## config.mk

```make
export PLATFORM = sky130hd
export DESIGN_NAME = pgwalk
export DESIGN_NICKNAME = d
export VERILOG_FILES = /design/src/rtl/pgwalk.sv
export SDC_FILE = /design/constraint.sdc
export NUM_CORES = 1
export LEC_CHECK = 0
export CORE_ASPECT_RATIO = 1.4
export CORE_MARGIN = 2
export CORE_UTILIZATION = 30
export DETAILED_ROUTE_END_ITERATION = 8
export DONT_BUFFER_PORTS = 1
export HOLD_SLACK_MARGIN = 0.06
export PLACE_DENSITY_LB_ADDON = 0.12
export SLEW_MARGIN = 20
export SYNTH_ARGS = -nofsm -noshare
export SYNTH_HDL_FRONTEND = slang
export SYNTH_SLANG_ARGS = --single-unit
```

## constraint.sdc

```tcl
create_clock -name clk -period 2.02 [get_ports clk]
set_input_delay 0.404 -clock clk [delete_from_list [all_inputs] [get_ports clk]]
set_output_delay 0.404 -clock clk [all_outputs]
set_load 0.05 [all_outputs]
```

## src/rtl/pgwalk.sv

```systemverilog
module pgwalk #(
  parameter int PAGE_BITS = 12,
  parameter int IDX_BITS  = 10
) (
  input  logic        clk,
  input  logic        rst_n,
  input  logic        req_valid,
  input  logic [31:0] req_va,
  input  logic        req_write,
  input  logic        req_user,
  input  logic [31-PAGE_BITS:0] root_frame,
  output logic        ready,
  output logic        done,
  output logic        fault,
  output logic        fault_prot,
  output logic        fault_level,
  output logic [31:0] phys_addr,
  output logic        mem_req,
  output logic        mem_we,
  output logic [31:0] mem_addr,
  output logic [31:0] mem_wdata,
  input  logic        mem_ack,
  input  logic [31:0] mem_rdata
);
  localparam int FRAME_W = 32 - PAGE_BITS;
  localparam int DIR_LO  = PAGE_BITS + IDX_BITS;
  localparam int B_P = 0, B_RW = 1, B_US = 2, B_A = 5, B_D = 6;

  typedef enum logic [2:0] {S_IDLE, S_RDIR, S_RTBL, S_WDIR, S_WTBL, S_DONE} state_t;
  state_t state;

  logic [31:0]        va_q, pde_q, pte_q;
  logic [FRAME_W-1:0] root_q;
  logic               wr_q, usr_q;

  logic dir_deny, tbl_deny, tbl_wb_new, tbl_wb_q;
  assign dir_deny   = (wr_q && !pde_q[B_RW]) || (usr_q && !pde_q[B_US]);
  assign tbl_deny   = (wr_q && !mem_rdata[B_RW]) || (usr_q && !mem_rdata[B_US]);
  assign tbl_wb_new = !mem_rdata[B_A] || (wr_q && !mem_rdata[B_D]);
  assign tbl_wb_q   = !pte_q[B_A] || (wr_q && !pte_q[B_D]);

  logic [31:0] dir_ea, tbl_ea;
  assign dir_ea = {root_q, va_q[31:DIR_LO], 2'b00};
  assign tbl_ea = {pde_q[31:PAGE_BITS], va_q[DIR_LO-1:PAGE_BITS], 2'b00};

  assign ready     = state == S_IDLE;
  assign done      = state == S_DONE;
  assign mem_req   = state inside {S_RDIR, S_RTBL, S_WDIR, S_WTBL};
  assign mem_we    = state inside {S_WDIR, S_WTBL};
  assign mem_addr  = (state == S_RDIR || state == S_WDIR) ? dir_ea : tbl_ea;
  assign mem_wdata = (state == S_WDIR) ? (pde_q | (32'd1 << B_A))
                   : (pte_q | (32'd1 << B_A) | ({31'd0, wr_q} << B_D));
  assign phys_addr = {pte_q[31:PAGE_BITS], va_q[PAGE_BITS-1:0]};

  always_ff @(posedge clk) begin
    if (!rst_n) begin
      state <= S_IDLE;
      va_q <= '0; pde_q <= '0; pte_q <= '0; root_q <= '0;
      wr_q <= 1'b0; usr_q <= 1'b0;
      fault <= 1'b0; fault_prot <= 1'b0; fault_level <= 1'b0;
    end else begin
      case (state)
        S_IDLE: if (req_valid) begin
          va_q <= req_va; wr_q <= req_write; usr_q <= req_user; root_q <= root_frame;
          fault <= 1'b0; fault_prot <= 1'b0; fault_level <= 1'b0;
          state <= S_RDIR;
        end
        S_RDIR: if (mem_ack) begin
          pde_q <= mem_rdata;
          if (!mem_rdata[B_P]) begin
            fault <= 1'b1; fault_level <= 1'b0; state <= S_DONE;
          end else state <= S_RTBL;
        end
        S_RTBL: if (mem_ack) begin
          pte_q <= mem_rdata;
          if (!mem_rdata[B_P]) begin
            fault <= 1'b1; fault_level <= 1'b1; state <= S_DONE;
          end else if (dir_deny || tbl_deny) begin
            fault <= 1'b1; fault_prot <= 1'b1; fault_level <= !dir_deny; state <= S_DONE;
          end else if (!pde_q[B_A]) state <= S_WDIR;
          else if (tbl_wb_new)      state <= S_WTBL;
          else                      state <= S_DONE;
        end
        S_WDIR: if (mem_ack) state <= tbl_wb_q ? S_WTBL : S_DONE;
        S_WTBL: if (mem_ack) state <= S_DONE;
        default: state <= S_IDLE;
      endcase
    end
  end

  assert_idle_quiet_R1: assert property (@(posedge clk) disable iff (!rst_n)
    ready |-> !mem_req && !done);
  assert_hold_req_R8: assert property (@(posedge clk) disable iff (!rst_n)
    mem_req && !mem_ack |=> mem_req && $stable(mem_addr) && $stable(mem_we) && $stable(mem_wdata));
  assert_done_pulse_R9: assert property (@(posedge clk) disable iff (!rst_n)
    done |=> !done);
  assert_write_needs_present_R6: assert property (@(posedge clk) disable iff (!rst_n)
    mem_req && mem_we |-> pde_q[B_P] && pte_q[B_P] && !fault);
  assert_wb_sets_accessed_R7: assert property (@(posedge clk) disable iff (!rst_n)
    mem_req && mem_we |-> mem_wdata[B_A]);
  assert_offset_kept_R3: assert property (@(posedge clk) disable iff (!rst_n)
    done && !fault |-> phys_addr[PAGE_BITS-1:0] == va_q[PAGE_BITS-1:0]);
  assert_np_kind_R4: assert property (@(posedge clk) disable iff (!rst_n)
    done && fault && !fault_prot && !fault_level |-> !pde_q[B_P]);
endmodule

```

## Word level (Yosys, flattened, before mapping)

Index checks and enable logic that the tools add are counted.

| cells by class | value |
|---|---|
| equal/unequal tests | 14 |
| bitwise logic cells | 1 |
| reductions and logical operators | 32 |
| multiplexer cells | 30 |

Operators with widths:

| kind | number |
|---|---|
| 32-bit 2-to-1 mux | 2 |
| 32-bit by 7-bit bitwise OR with 32-bit output | 1 |
| 3-bit 2-to-1 mux | 9 |
| 1-bit 2-to-1 mux | 15 |
| 3-bit one-hot mux with 5 select lines | 1 |
| 2-bit inequality test, second input constant | 7 |
| 5-bit AND reduction | 2 |
| 1-bit logical NOT | 9 |
| 3-bit by 2-bit equality test with 1-bit output, second input constant | 2 |
| 3-bit equality test, second input constant | 2 |
| 1-bit logical AND | 6 |
| 1-bit logical OR | 6 |
| 1-bit one-hot mux with 3 select lines | 2 |
| 2-bit AND reduction | 3 |
| 6-bit AND reduction | 1 |
| 2-bit nonzero test | 2 |
| 4-bit nonzero test | 1 |
| 3-bit by 1-bit equality test with 1-bit output, second input constant | 1 |
| 3-bit logical NOT | 1 |
| 3-bit by 2-bit inequality test with 1-bit output, second input constant | 1 |
| 3-bit nonzero test | 1 |
| 2-bit by 1-bit inequality test with 1-bit output, second input constant | 1 |
| 1-bit one-hot mux with 2 select lines | 1 |

| storage, ports and cells | value |
|---|---|
| bits in registers | 124 |
| output and inout bits | 103 |
| word-level logic and storage cells | 87 |

## Depth between registers and ports, before layout

Gate-level depths: netlist of the first run.

| depth | value |
|---|---|
| word-level depth | 9 |
| depth in mapped cells | 7 |
| mapped depth without buffers | 4 |

## Worst setup path before layout of the first run

OpenSTA, ideal clock, no wires.

| timing path | value |
|---|---|
| path kind | reg-to-output |
| start | register state[0] |
| end | output mem_wdata[6] |
| data arrival time | 1.677 ns |
| setup slack | -0.061 ns |
| buffers on the path | 2 |
| stages on the path, launching flop included | 6 |
| path through | dfxtp_1 > nor2b_1 > buf_2 > nand2_2 > buf_6 > a21oi_1 |

| on the way | value |
|---|---|
| word-level cells in the longest chain between the ends | 2 |

RTL lines:

| item | RTL line | text |
|---|---|---|
| start: declaration | 30 | `state_t state;` |
| start signal: assignment | 84 | `S_WDIR: if (mem_ack) state <= tbl_wb_q ? S_WTBL : S_DONE;` |
| 3-bit by 2-bit equality test with 1-bit output | 51 | `assign mem_wdata = (state == S_WDIR) ? (pde_q \| (32'd1 << B_A))` |
| 32-bit 2-to-1 mux | 51 |  |
| end: declaration | 21 | `output logic [31:0] mem_wdata,` |

Every way passes these cells.

## Worst setup path after layout of the first run

| timing path | value |
|---|---|
| start | register state[0] |
| end | output mem_wdata[1] |

The elaborated chain is that of the path after synthesis.

==> flow_summary.toml, run 1 <==
[finish]
final_cell_mix = "nand2_1 (242), dfxtp_1 (122), a21boi_0 (76), a21boi_1 (43), buf_4 (41)"
multi_input_area_um2 = 2980
syn_to_final_growth_pct = 16.8
nets = 753
drive_gt1_frac = 0.219
fill_cells = 1965
final_common_cell = "nand2_1"
final_util = 0.357
register_area_um2 = 2480
antennaDiodeCount = 0
final_cell_area_um2 = 6830

[pwr]
p_sw_frac = 0.267
seq_power_share = 0.386
comb_power_share = 0.135
p_leak_nw = 2.66
p_per_area_nw_per_um2 = 1040
p_switching_mw = 1.89
internal_power_mw = 5.19
peakVddDrop_mv = 0.443
pwr-share-clk = 0.479

[detailed_routing]
drt-initial-drc-count = 255
antenna_left = 0
drc = 0
wirelength_mm = 15.8
first_pass_iters = 4
wire_per_inst_um = 17.1
viasPerCell = 4.83
vias = 4462

[critical_path]
endpoint_kind = "output pin"
startpoint_type = "flip-flop"
cp_top_family = "multiplexers"
cp.arrival_ps = 1660
cp-startpoint = "state[0]"
required_ps = 1620
crit_buf_inv = 1
path_class = "flip-flop to output pin"
path_cells = "nor2b_4 -> nand2_2 -> buf_12 -> mux2_2"
slowest_stage = "mux2_2"
r2r_start = "state[0]"
crit_fanout = 24
cpPeakStageDelay_ps = 490

[placement]
place_congestion = 0.776
dp_hpwl_mm = 10.8
dpl_cell_area_um2 = 6030
io_buffers = 0

[grt]
track_usage = 0.157
overflow = 0
grt_first_pass_wirelength_mm = 24.5
grt_pass1_vias = 4508
antenna_found_initial = 0
grt_max_degree = 125

[cts]
clkSinkCount = 124
cts_tree = "yes"
cts_made_buffers = 17
post_cts_buffers = 0
clk_latency_ps = 410
cts_root_buf = "clkbuf_16"
clkTransAtPathRegs_ps = 50
cts_buffer_depth = 2
cts.htree.levels = 4

[hold_path]
hp-class = "input port to flip-flop"
hold_start = "mem_ack"

[synthesis]
ys_seq_area_frac = 0.425
ys.warnings.count = 0
synth_ff_type = "dfxtp_1"
syn_inst = 684
synth.area.top_cells = "dfxtp_1 (42%), nand2_1 (16%), mux2_2 (12%)"
synth-seq-cells = 124
synth-async-reset-ratio = 0
syn_area_um2 = 5850
synth_top_area_share = 0.425
synth_top_area_cell = "dfxtp_1"
synth_edf_count = 0
avgSynthCellArea_um2 = 8.55
ys_types = 33

[floorplan]
dieArea_um2 = 20600
rows = 60
core_um2 = 19100
start_util = 0.305
die_w_um = 122
pin_count = 193
fp.dieH_um = 169

[timing]
fin_skew_ps = 8.03
slew_viol_final = 0
relSlewSlack = 0.630
fin_crit_sh = 1.02
fmax_mhz = 485
final.setup.worst_slack_ps = -40.5
period_minus_slack_ps = 2060
setup_viol = 33
rsz0062_at_grt = "true"
hold_violations = 0
worstMarginPinSlew_ps = 554

[status]
outcome = "finished with violations"
violations = "setup timing"

[run]
max_cap_viol_count = 0
==> layer usage <==
layer	vias to the layer above	share of wire	track usage	wire, um
li1	2174	-	-	-
met1	2126	0.39	0.165	6130
met2	145	0.52	0.280	8170
met3	17	0.080	0.0635	1270
met4	0	0.016	0.0560	258
met5	-	0	0	0
==> synth_stat cells (3+ instances only) <==
cell	n
nand2_1	243
dfxtp_1	124
a21boi_0	76
mux2_2	61
buf_4	47
a21boi_1	43
clkbuf_1	19
buf_2	17
a21oi_1	7
nor2_1	6
and2b_1	3
buf_6	3
nand3b_1	3
nor2b_1	3
o21ai_0	3
==> metrics by stage <==
| step | hold slack (ps) | setup slack (ps) | cells | setup TNS [ps] | total power [mW] |
|---|---|---|---|---|---|
| 5_1_grt | 68.4 | -97.8 | 924 | -3770 | 7.38 |
| 2_1_floorplan | 432 | 1.67 | 685 | 0 | 3.57 |
| 4_1_cts | 68.6 | -57.6 | 924 | -3050 | 7.18 |
| 3_5_place_dp | 446 | 322 | 892 | 0 | 3.71 |
| 3_3_place_gp | 441 | 364 | 892 | 0 | 3.69 |
| 6_report | 90.0 | -40.5 | 924 | -645 | 7.07 |
==> power groups by stage <==
stage	logic, mW	clock network [mW]	registers (mW)
after floorplan	0.874	0	2.69
after global placement	0.910	0	2.78
after detailed placement	0.924	0	2.78
after CTS	0.948	3.50	2.73
after global routing	1.03	3.60	2.75
final	0.952	3.39	2.73
==> timing repair <==
item / 4_1_cts / 5_1_grt
resized for setup: 14 / 24
gates cloned: 0 / 0
endpoints found under the setup margin: 63 / 63
hold buffers: 0 / 0
==> cell type report <==
class / count / area share
inverter: 2 / 0.00110
multi-input combinational: 473 / 0.436
clock inverter: 10 / 0.0271
sequential: 124 / 0.364
tap: 248 / 0.0454
timing repair buffer: 45 / 0.0568
clock buffer: 22 / 0.0694
==> registers in the layout, indices dropped and copies added (netlist names) <==
register and flops:
root_q 20, va_q 32, usr_q 1, pte_q 32, pde_q 32, wr_q 1, fault_prot 1, state 3
fault_level 1, fault 1
==> cell families after synthesis <==
group | after synthesis | synth area share
AND/OR/NAND/NOR | 267 | 0.183
AO/OA/AOI/OAI | 141 | 0.178
flip-flops | 124 | 0.425
buffers and inverters | 88 | 0.0942
multiplexers | 61 | 0.118
other | 2 | 0.00128
XOR/XNOR | 1 | 0.00150
==> worst register-to-register path, stage by stage (launching register included) <==
cell	delay [ps]
dfxtp_2	320
buf_4	200
and2b_1	240
nand3b_1	170
buf_4	360
nand2_1	90
a21boi_0	180
==> path summary, 6_finish.rpt <==
| check | depth (start not counted) | to | slack (ps) |
|---|---|---|---|
| worst max-delay path | 4 | mem_wdata[1] | -40 |
| worst min-delay path | 1 | state[0] | 90 |
| worst max register to register | 6 | pte_q[7] | 380 |
| worst min register to register | 2 | pte_q[4] | 450 |
(Power assumes the default switching activity.)
==> inputs of run 2 (changes only) <==
--- a/config.mk
+++ b/config.mk
@@ -6,7 +6,7 @@
 export NUM_CORES = 1
 export LEC_CHECK = 0
 export CORE_ASPECT_RATIO = 1.4
-export CORE_MARGIN = 2
+export CORE_MARGIN = 4
 export CORE_UTILIZATION = 30
 export DETAILED_ROUTE_END_ITERATION = 8
 export DONT_BUFFER_PORTS = 1
==> run 2 against run 1 <==
  * Clock power decreased by 5%
  * Final cell count increased by 0.32%
  * Global-route usage decreased by 0.63 points
  * Sequential share of layout area decreased by 1.2 points
  * Highest routed layer unchanged
  * Core utilization increased by 1.1 points
  * The run still ends with setup timing left
  * Routed wire length increased by 4.5%
  * Die area increased by 5.7%
  * Worst setup slack got worse by 9.2 ps
  * Combinational power increased by 6%
==> flow_summary.toml, run 2 (synthesis results as in run 1) <==
[grt]
grt_max_degree = 125
overflow = 0
track_usage = 0.151
grt_pass1_vias = 4545
grt_first_pass_wirelength_mm = 25.7
antenna_found_initial = 0

[floorplan]
dieArea_um2 = 21800
die_w_um = 126
rows = 60
start_util = 0.304
fp.dieH_um = 173
core_um2 = 19200
pin_count = 193

[critical_path]
cpPeakStageDelay_ps = 390
cp.arrival_ps = 1670
path_cells = "nor2b_4 -> nand2_4 -> buf_4 -> buf_12 -> mux2_4"
startpoint_type = "flip-flop"
required_ps = 1620
endpoint_kind = "output pin"
slowest_stage = "mux2_4"
path_class = "flip-flop to output pin"
cp_top_family = "multiplexers"
crit_buf_inv = 2
crit_fanout = 8

[detailed_routing]
viasPerCell = 4.77
first_pass_iters = 4
wirelength_mm = 16.5
wire_per_inst_um = 17.8
antenna_left = 0
drt-initial-drc-count = 281
vias = 4419
drc = 0

[placement]
place_congestion = 0.752
post-place-ws_ps = 276
dp_hpwl_mm = 10.8
io_buffers = 0

[finish]
final_common_cell = "nand2_1"
final_cell_mix = "nand2_1 (242), dfxtp_1 (123), a21boi_0 (76), mux2_4 (60), a21boi_1 (43)"
multi_input_area_um2 = 3090
fill_cells = 2003
register_area_um2 = 2480
drive_gt1_frac = 0.224
nets = 759
antennaDiodeCount = 0
final_util = 0.367
top_regs = "pde_q x32, pte_q x32, va_q x32"
syn_to_final_growth_pct = 20.8

[timing]
fin_skew_ps = 4.45
holdWs_ps = 107
worstMarginPinSlew_ps = 626
fmax_mhz = 483
slew_viol_final = 0
relSlewSlack = 0.583
fin_crit_sh = 1.02
period_minus_slack_ps = 2070
final.setup.worst_slack_ps = -49.7
hold_violations = 0
rsz0062_at_grt = "true"
setup_viol = 49

[pwr]
p_leak_nw = 2.81
peakVddDrop_mv = 0.467
p_per_area_nw_per_um2 = 987

[cts]
clkTransAtPathRegs_ps = 50
cts_hold_buf = 0
cts.htree.levels = 4
cts_made_buffers = 17
cts_tree = "yes"
clk_latency_ps = 400
cts_buffer_depth = 2
clkSinkCount = 124
cts_root_buf = "clkbuf_16"

[status]
violations = "setup timing"
outcome = "finished with violations"

[hold_path]
hp-class = "input port to flip-flop"

[run]
max_cap_viol_count = 0
[run 2: changes by cell type in the layout (fill, tap and decap cells not counted), sizes merged]
cell	change
buf	+4
bufbuf	+1
bufinv	-1
clkbuf	+1
clkinv	-1
inv	-1
[run 2: worst paths after layout]
check	from	cells past startpoint	slack [ps]	end
worst min-delay path	mem_ack	1	110	state[0]
worst max register to register	state[1]	6	340	root_q[10]
worst min register to register	pde_q[3]	2	460	pde_q[3]
worst max-delay path	state[0]	5	-50	mem_wdata[10]
[run 2: cell type report]
type / count / share of cell area
Tap cell: 248 / 0.0439
Clock buffer: 22 / 0.0686
Sequential cell: 124 / 0.352
Clock inverter: 7 / 0.0195
Timing Repair Buffer: 51 / 0.0771
Multi-Input combinational cell: 473 / 0.438
Inverter: 2 / 0.00106
[run 2: where the power goes]
part | switching (mW) | leakage [nW] | internal [mW] | total [mW]
Clock | 1.06 | 0.304 | 2.17 | 3.23
Combinational | 0.647 | 1.50 | 0.359 | 1.01
Sequential | 0.153 | 1.01 | 2.58 | 2.73
Total | 1.86 | 2.81 | 5.11 | 6.97
[run 2: repair_timing]
item,4_1_cts,5_1_grt
pin swaps,1,0
setup endpoints to repair,60,62
gates resized for setup,71,4
endpoints found under the hold margin,0,0
setup buffers,5,0
cloned,3,1
[run 2: metal layers]
layer	up-vias	track usage	part of all wire
met1	2082	0.160	0.39
met2	148	0.266	0.51
li1	2178	-	-
met3	11	0.0655	0.087
met4	0	0.0492	0.012
met5	-	0	0
[run 2: worst register-to-register path, delay by kind of cell (launching register included)]
kind	cells	cell delay (ps)
compound gates	1	200
buf+inv	2	740
flops	1	370
simple gates	3	290
[run 2: per-stage QoR]
stage | power, mW | TNS (ps) | instance area [um^2] | instances
3_3_place_gp | 3.67 | 0 | 6000 | 889
6_report | 6.97 | -1520 | 7060 | 927
5_1_grt | 7.29 | -5350 | 7060 | 927
2_1_floorplan | 3.57 | 0 | 5850 | 685
4_1_cts | 7.07 | -2970 | 7020 | 926
3_5_place_dp | 3.69 | 0 | 6000 | 889
